--- config.mk ---
export PLATFORM = sky130hd
export DESIGN_NAME = trig_capture
export DESIGN_NICKNAME = d
export VERILOG_FILES = /design/src/rtl/cap_pkg.sv /design/src/rtl/cap_qual.sv /design/src/rtl/cap_fsm.sv /design/src/rtl/cap_buf.sv /design/src/rtl/trig_capture.sv
export SDC_FILE = /design/constraint.sdc
export NUM_CORES = 1
export LEC_CHECK = 0
export ABC_AREA = 1
export BUFFER_PORTS_ARGS = -buffer_cell sky130_fd_sc_hd__buf_2
export CORE_ASPECT_RATIO = 1.4
export CORE_MARGIN = 4
export CORE_UTILIZATION = 40
export DETAILED_ROUTE_END_ITERATION = 8
export PLACE_DENSITY = 0.6
export SKIP_CTS_REPAIR_TIMING = 1
export SYNTH_ARGS = -nofsm -noshare
export SYNTH_HDL_FRONTEND = slang
export SYNTH_SLANG_ARGS = --single-unit
export TNS_END_PERCENT = 100
--- constraint.sdc ---
create_clock -name clk_i -period 2.24 [get_ports clk_i]
set_clock_uncertainty 0.1 [all_clocks]
set_input_delay 0.224 -clock clk_i [delete_from_list [all_inputs] [get_ports clk_i]]
set_output_delay 0.224 -clock clk_i [all_outputs]
set_load 0.05 [all_outputs]
--- src/rtl/cap_pkg.sv ---
package cap_pkg;
  typedef enum logic [2:0] {
    ST_IDLE = 3'd0,
    ST_PRE  = 3'd1,
    ST_WAIT = 3'd2,
    ST_POST = 3'd3,
    ST_DONE = 3'd4
  } cap_state_e;

  typedef enum logic {
    MODE_ALWAYS = 1'b0,
    MODE_QUAL   = 1'b1
  } cap_mode_e;
endpackage

--- src/rtl/cap_qual.sv ---
module cap_qual
  import cap_pkg::*;
(
  input  cap_state_e state_i,
  input  cap_mode_e  mode_i,
  input  logic       arm_i,
  input  logic       cond_i,
  input  logic       trig_i,
  output logic       we_o
);
  logic active;
  logic trig_hit;

  assign active   = (state_i == ST_PRE) || (state_i == ST_WAIT) || (state_i == ST_POST);
  assign trig_hit = (state_i == ST_WAIT) && trig_i;

  always_comb begin
    we_o = 1'b0;
    if (active && !arm_i) begin
      unique case (mode_i)
        MODE_ALWAYS: we_o = 1'b1;
        MODE_QUAL:   we_o = cond_i || trig_hit;
        default:     we_o = 1'b0;
      endcase
    end
  end
endmodule

--- src/rtl/cap_fsm.sv ---
module cap_fsm
  import cap_pkg::*;
#(
  parameter int DEPTH  = 16,
  localparam int ADDR_W = $clog2(DEPTH)
) (
  input  logic              clk_i,
  input  logic              rst_ni,
  input  logic              arm_i,
  input  logic              trig_i,
  input  logic              we_i,
  input  logic              mode_in_i,
  input  logic [ADDR_W-1:0] pos_i,
  output cap_state_e        state_o,
  output cap_mode_e         mode_o,
  output logic [ADDR_W-1:0] wr_ptr_o,
  output logic [ADDR_W-1:0] trig_addr_o
);
  localparam logic [ADDR_W-1:0] LAST = ADDR_W'(DEPTH - 1);

  cap_state_e        state_q, state_d;
  cap_mode_e         mode_q, mode_d;
  logic [ADDR_W-1:0] ptr_q, ptr_d;
  logic [ADDR_W-1:0] cnt_q, cnt_d;
  logic [ADDR_W-1:0] pos_q, pos_d;
  logic [ADDR_W-1:0] left_q, left_d;
  logic [ADDR_W-1:0] taddr_q, taddr_d;

  always_comb begin
    state_d = state_q;
    mode_d  = mode_q;
    ptr_d   = ptr_q;
    cnt_d   = cnt_q;
    pos_d   = pos_q;
    left_d  = left_q;
    taddr_d = taddr_q;
    if (arm_i) begin
      ptr_d   = '0;
      cnt_d   = '0;
      pos_d   = pos_i;
      mode_d  = cap_mode_e'(mode_in_i);
      state_d = (pos_i == '0) ? ST_WAIT : ST_PRE;
    end else begin
      if (we_i) ptr_d = ptr_q + ADDR_W'(1);
      unique case (state_q)
        ST_PRE: if (we_i) begin
          cnt_d = cnt_q + ADDR_W'(1);
          if (cnt_q + ADDR_W'(1) == pos_q) state_d = ST_WAIT;
        end
        ST_WAIT: if (trig_i) begin
          taddr_d = ptr_q;
          left_d  = LAST - pos_q;
          state_d = (pos_q == LAST) ? ST_DONE : ST_POST;
        end
        ST_POST: if (we_i) begin
          left_d = left_q - ADDR_W'(1);
          if (left_q == ADDR_W'(1)) state_d = ST_DONE;
        end
        default: ;
      endcase
    end
  end

  always_ff @(posedge clk_i or negedge rst_ni) begin
    if (!rst_ni) begin
      state_q <= ST_IDLE;
      mode_q  <= MODE_ALWAYS;
      ptr_q   <= '0;
      cnt_q   <= '0;
      pos_q   <= '0;
      left_q  <= '0;
      taddr_q <= '0;
    end else begin
      state_q <= state_d;
      mode_q  <= mode_d;
      ptr_q   <= ptr_d;
      cnt_q   <= cnt_d;
      pos_q   <= pos_d;
      left_q  <= left_d;
      taddr_q <= taddr_d;
    end
  end

  assign state_o     = state_q;
  assign mode_o      = mode_q;
  assign wr_ptr_o    = ptr_q;
  assign trig_addr_o = taddr_q;

  p_arm_start_r2: assert property (@(posedge clk_i) disable iff (!rst_ni)
    arm_i |=> (state_q == ST_PRE || state_q == ST_WAIT) && ptr_q == '0);
  p_pre_ignores_trig_r5: assert property (@(posedge clk_i) disable iff (!rst_ni)
    (state_q == ST_PRE && !arm_i) |=> state_q != ST_POST && state_q != ST_DONE);
  p_taddr_hold_r6: assert property (@(posedge clk_i) disable iff (!rst_ni)
    (state_q == ST_POST && !arm_i) |=> $stable(taddr_q));
  p_done_hold_r8: assert property (@(posedge clk_i) disable iff (!rst_ni)
    (state_q == ST_DONE && !arm_i) |=> state_q == ST_DONE && $stable(ptr_q) && $stable(taddr_q));
  p_idle_until_arm_r1: assert property (@(posedge clk_i) disable iff (!rst_ni)
    (state_q == ST_IDLE && !arm_i) |=> state_q == ST_IDLE);
endmodule

--- src/rtl/cap_buf.sv ---
module cap_buf #(
  parameter int DATA_W = 8,
  parameter int DEPTH  = 16,
  localparam int ADDR_W = $clog2(DEPTH)
) (
  input  logic              clk_i,
  input  logic              rst_ni,
  input  logic              we_i,
  input  logic [ADDR_W-1:0] waddr_i,
  input  logic [DATA_W-1:0] wdata_i,
  input  logic [ADDR_W-1:0] raddr_i,
  output logic [DATA_W-1:0] rdata_o
);
  logic [DATA_W-1:0] mem [DEPTH];
  logic [DATA_W-1:0] rdata_q;

  always_ff @(posedge clk_i) begin
    if (we_i) mem[waddr_i] <= wdata_i;
  end

  always_ff @(posedge clk_i or negedge rst_ni) begin
    if (!rst_ni) rdata_q <= '0;
    else         rdata_q <= mem[raddr_i];
  end

  assign rdata_o = rdata_q;
endmodule

--- src/rtl/trig_capture.sv ---
module trig_capture
  import cap_pkg::*;
#(
  parameter int DATA_W = 8,
  parameter int DEPTH  = 16,
  localparam int ADDR_W = $clog2(DEPTH)
) (
  input  logic              clk_i,
  input  logic              rst_ni,
  input  logic              arm_i,
  input  logic              trig_i,
  input  logic              cond_i,
  input  logic              mode_i,
  input  logic [ADDR_W-1:0] trig_pos_i,
  input  logic [DATA_W-1:0] data_i,
  input  logic [ADDR_W-1:0] rd_addr_i,
  output logic [DATA_W-1:0] rd_data_o,
  output logic [ADDR_W-1:0] trig_addr_o,
  output logic [2:0]        status_o,
  output logic              done_o
);
  cap_state_e        state;
  cap_mode_e         mode_q;
  logic              we;
  logic [ADDR_W-1:0] wr_ptr;

  cap_qual u_qual (
    .state_i (state),
    .mode_i  (mode_q),
    .arm_i   (arm_i),
    .cond_i  (cond_i),
    .trig_i  (trig_i),
    .we_o    (we)
  );

  cap_fsm #(.DEPTH(DEPTH)) u_fsm (
    .clk_i       (clk_i),
    .rst_ni      (rst_ni),
    .arm_i       (arm_i),
    .trig_i      (trig_i),
    .we_i        (we),
    .mode_in_i   (mode_i),
    .pos_i       (trig_pos_i),
    .state_o     (state),
    .mode_o      (mode_q),
    .wr_ptr_o    (wr_ptr),
    .trig_addr_o (trig_addr_o)
  );

  cap_buf #(.DATA_W(DATA_W), .DEPTH(DEPTH)) u_buf (
    .clk_i   (clk_i),
    .rst_ni  (rst_ni),
    .we_i    (we),
    .waddr_i (wr_ptr),
    .wdata_i (data_i),
    .raddr_i (rd_addr_i),
    .rdata_o (rd_data_o)
  );

  assign status_o = state;
  assign done_o   = (state == ST_DONE);

  p_no_write_done_r8: assert property (@(posedge clk_i) disable iff (!rst_ni)
    done_o |-> !we);
  p_no_write_arm_r2: assert property (@(posedge clk_i) disable iff (!rst_ni)
    arm_i |-> !we);
  p_always_stores_r3: assert property (@(posedge clk_i) disable iff (!rst_ni)
    (mode_q == MODE_ALWAYS && !arm_i && status_o inside {3'd1, 3'd2, 3'd3}) |-> we);
  p_qual_gates_r4: assert property (@(posedge clk_i) disable iff (!rst_ni)
    (mode_q == MODE_QUAL && !cond_i && status_o != 3'd2) |-> !we);
  p_trig_stored_r4: assert property (@(posedge clk_i) disable iff (!rst_ni)
    (status_o == 3'd2 && trig_i && !arm_i) |-> we);
  p_status_legal_r1: assert property (@(posedge clk_i) disable iff (!rst_ni)
    status_o <= 3'd4);
endmodule

==> metrics.md <==
| Metric | Value |
|---|---|
| Status | finished clean |
| Fmax | 0.481 GHz |
| CP top delay family | simple AND/OR/NAND/NOR gates |
| Post-synthesis adder-cell area fraction | ~1.3% |
| Post-synth top area share | 56.9% |
| Share of cells above drive strength 1 | between 10% and 20% |
| Seq/Total Area, Yosys | 68.7% |
| Pins Over Slew Limit | 0 |
| CTS tree | done |
| Hold Violations, Final | 0 |
| Antenna Violating Nets Remaining | 0 |
| Share of synthesized area spent on multiplexers | under 10% |
| Synth Area in Compound Gates | 11.4% |
| Worst slew pin tran | 0.809 ns |
| Post-synthesis simple-gate area fraction | 8.37% |
| Initial antenna violation count | 0 |
| Post-synth top flop | edfxtp_1 |
| Critical path's largest stage delay | 0.41 ns |
| Crit path to | u_buf.mem[15][7]$_DFFE_PP_ |
| Top post-synthesis cells by area | edfxtp_1 (57%), dfrtp_1 (12%), mux2i_1 (4.7%) |
| R2r startpoint | u_fsm.state_o[2]$_DFFE_PN0P_ |
| Drc violations | 0 |
| Synth-to-Final Area Change | 16.6% |
| Post-synth EDFFs | 128 |
| Core ar. | 16,700 µm² |
| Inserted Clock Buffers | 17 |
| Die Y | ~160 µm |
| Synthesis Warnings | 0 |
| CP cell instances | inv_1, nand2_2, nor2_4, nand2_2, nand2_4, nand2_2, nor2_4, nand2_1, nor2_1, buf_4 |
| Vias in the first global route | 4,439 |
| Async SR Flop Fraction | 20.0% |
| Bufs and invs on worst path | 2 |
| Post-Syn Area per Cell | 12.3 µm² |
| Leak | 3.07 nW |
| Die Width | 118 µm |
| Fin crit share | 92.8% |
| # rows | 56 |
| Final worst setup slack | 0.161 ns |
| MaxCap Viol Count | 0 |
| CP required | 2.27 ns |
| Starting DRT DRC Count | 366 |
| Layout Nets | 640 |
| Fillcell total | 1,478 |
| First-pass GRT wire length | 24,500 µm |
| Final WL | 16,000 µm |
| Crit path capture type | register |
| Most frequent cell after synthesis | edfxtp_1 |
| Crit Path Max Fanout | 8 |
| DR vias | 4,299 |
| WP data arrival | 2.11 ns |
| I/O pins | 38 |
| Post-Synth XOR/XNOR Area | less than 1% |
| Area of the die | about 19,000 µm² |
| Via density | 5.20 |
| R2R setup slack | about 0.16 ns |
| Largest net degree at the start of global routing | 53 |
| Area of the mapped netlist | 6760 µm² |
| Netlist cell types | 33 |
| Largest area contributor in the netlist | edfxtp_1 |
| Wirelength per Cell | 19.3 µm |
| RR Endpoint | u_buf.mem[15][7]$_DFFE_PP_ |
| Synthesized flop and latch total | 160 |
| H-tree Lvls | 4 |
| Clk_lat worst skew | 0.42 ns |
| Setup CP Type | register to register |
| CTS Root Cell | clkbuf_16 |
| Buffers on Ports | 37 |
| Ant diodes | 0 |
| Worst path depth | 10 |
| CP max stage cell | dfrtp_1 |
| Initial Utilization | 40.5% |
| Setup violations, final | 0 |
| Power Density | 976 nW/µm² |
| Most frequent cells after synthesis | edfxtp_1 (128), inv_1 (59), nand2_1 (59) |
| Clock sink count | 160 |
| Syn Nets | 577 |
| Dpl ws | 0.114 ns |
| Clock buffer depth | 2 |
| VDD IR max | 758 µV |
| Most used cell, CP | nand2_2 |
| R2r worst-path depth | 10 |
| Worst hold path type | primary input to register |
| Largest family of logic cells by synthesized area | compound AO/OA/AOI/OAI gates |
| Post-Synthesis Cells | 548 |
| Tmin final | ~2.1 ns |
| Post-detail-place hpwl | 11,100 µm |
| Gpl congestion | 0.885 |
| First-pass iteration count of the detailed router | 4 |
| Clock-pin slew on the worst setup and hold paths | 0.06 ns |
| Rel. slew slack | 46.1% |
| Grt ovf | 0 |
| Crit path launch | u_fsm.state_o[2]$_DFFE_PN0P_ |
| CP startpoint kind | register |
| Pwr Total | around 7.7 mW |
| GR Util All Layers | 17.2% |
[per-layer routing]
layer  up-vias  global-route usage, %  wire length (µm)
li1       2080                      -                 -
met1      2064                   18.0              5810
met2       122                   31.9              8860
met3        33                   2.96               685
met4         0                   10.7               625
met5         -                      0                 0
[power breakdown]
group / internal (mW) / switching, mW / total, mW
sequential: 3.45 / 0.157 / 3.61
clock: 1.50 / 1.09 / 2.59
combinational: 0.439 / 1.05 / 1.49
[through the flow]
stage	hold slack, ns	utilization [%]	TNS (ns)	cell area [µm²]	instances
after floorplan	-0.172	-	-3.48	6760	548
after global placement	0.262	43.6	0	7270	789
after detailed placement	0.267	43.6	0	7270	789
after CTS	-0.178	46.8	0	7810	821
after global routing	0.0885	47.2	-0.00417	7880	827
final	0.0622	47.2	0	7880	827
[state kept, by name, indices dropped and copies added (netlist names)]
signal / cells
u_fsm.left_q: 4
u_fsm.state_o: 3
u_fsm.trig_addr_o: 4
u_fsm.mode_o: 1
u_buf.rdata_o: 8
u_fsm.pos_q: 4
u_fsm.wr_ptr_o: 4
u_buf.mem: 128
u_fsm.cnt_q: 4
[cells by family after synthesis]
family | after synthesis
multiplexers | 32
AO/OA/AOI/OAI | 135
buffers and inverters | 84
AND/OR/NAND/NOR | 127
XOR/XNOR | 3
flip-flops | 160
adder cells (fa/ha/maj) | 7
[worst min path at each step]
stage                                       endpoint         start  depth (start not counted)  slack (ns)
floorplan                 u_buf.rdata_o[0]$_DFF_PN0_        rst_ni                          0       -0.17
global route              u_buf.rdata_o[3]$_DFF_PN0_  rd_addr_i[3]                          3        0.09
global placement       u_fsm.wr_ptr_o[1]$_DFFE_PN0P_        rst_ni                          1        0.26
CTS                 u_fsm.trig_addr_o[1]$_DFFE_PN0P_        rst_ni                          1       -0.18
finish                    u_buf.rdata_o[1]$_DFF_PN0_  rd_addr_i[3]                          3        0.06
detailed placement  u_fsm.trig_addr_o[0]$_DFFE_PN0P_        rst_ni                          1        0.27
[tightest hold or removal path, cell delays in order]
cell	delay, ns
buf_2	0.16
nand3_1	0.10
nand2_1	0.05
[layout by cell type (no fill, tap or decap), types with 3 or more instances in the layout]
| master | instances |
|---|---|
| clkbuf_8 | 3 |
| edfxtp_1 | 128 |
| a21oi_1 | 41 |
| nor2_1 | 27 |
| o21ai_0 | 57 |
| dlygate4sd3_1 | 6 |
| nand3_1 | 23 |
| buf_4 | 26 |
| inv_1 | 59 |
| buf_2 | 36 |
| nand2_2 | 7 |
| mux2i_1 | 32 |
| dfrtp_1 | 31 |
| nor3_1 | 3 |
| clkbuf_1 | 3 |
| clkbuf_16 | 17 |
| o211ai_1 | 32 |
| clkinvlp_4 | 5 |
| ha_1 | 7 |
| nand2_1 | 56 |
[layout make-up]
class                           instances  area, µm²  share of cell area, %
Clock buffer                           23        478                   6.07
Clock inverter                          9       60.1                  0.763
Inverter                               60        225                   2.86
Multi-Input combinational cell        304       1780                   22.6
Sequential cell                       160       4650                   59.0
Tap cell                              203        254                   3.22
Timing Repair Buffer                   68        435                   5.53
(Power assumes the default switching activity.)
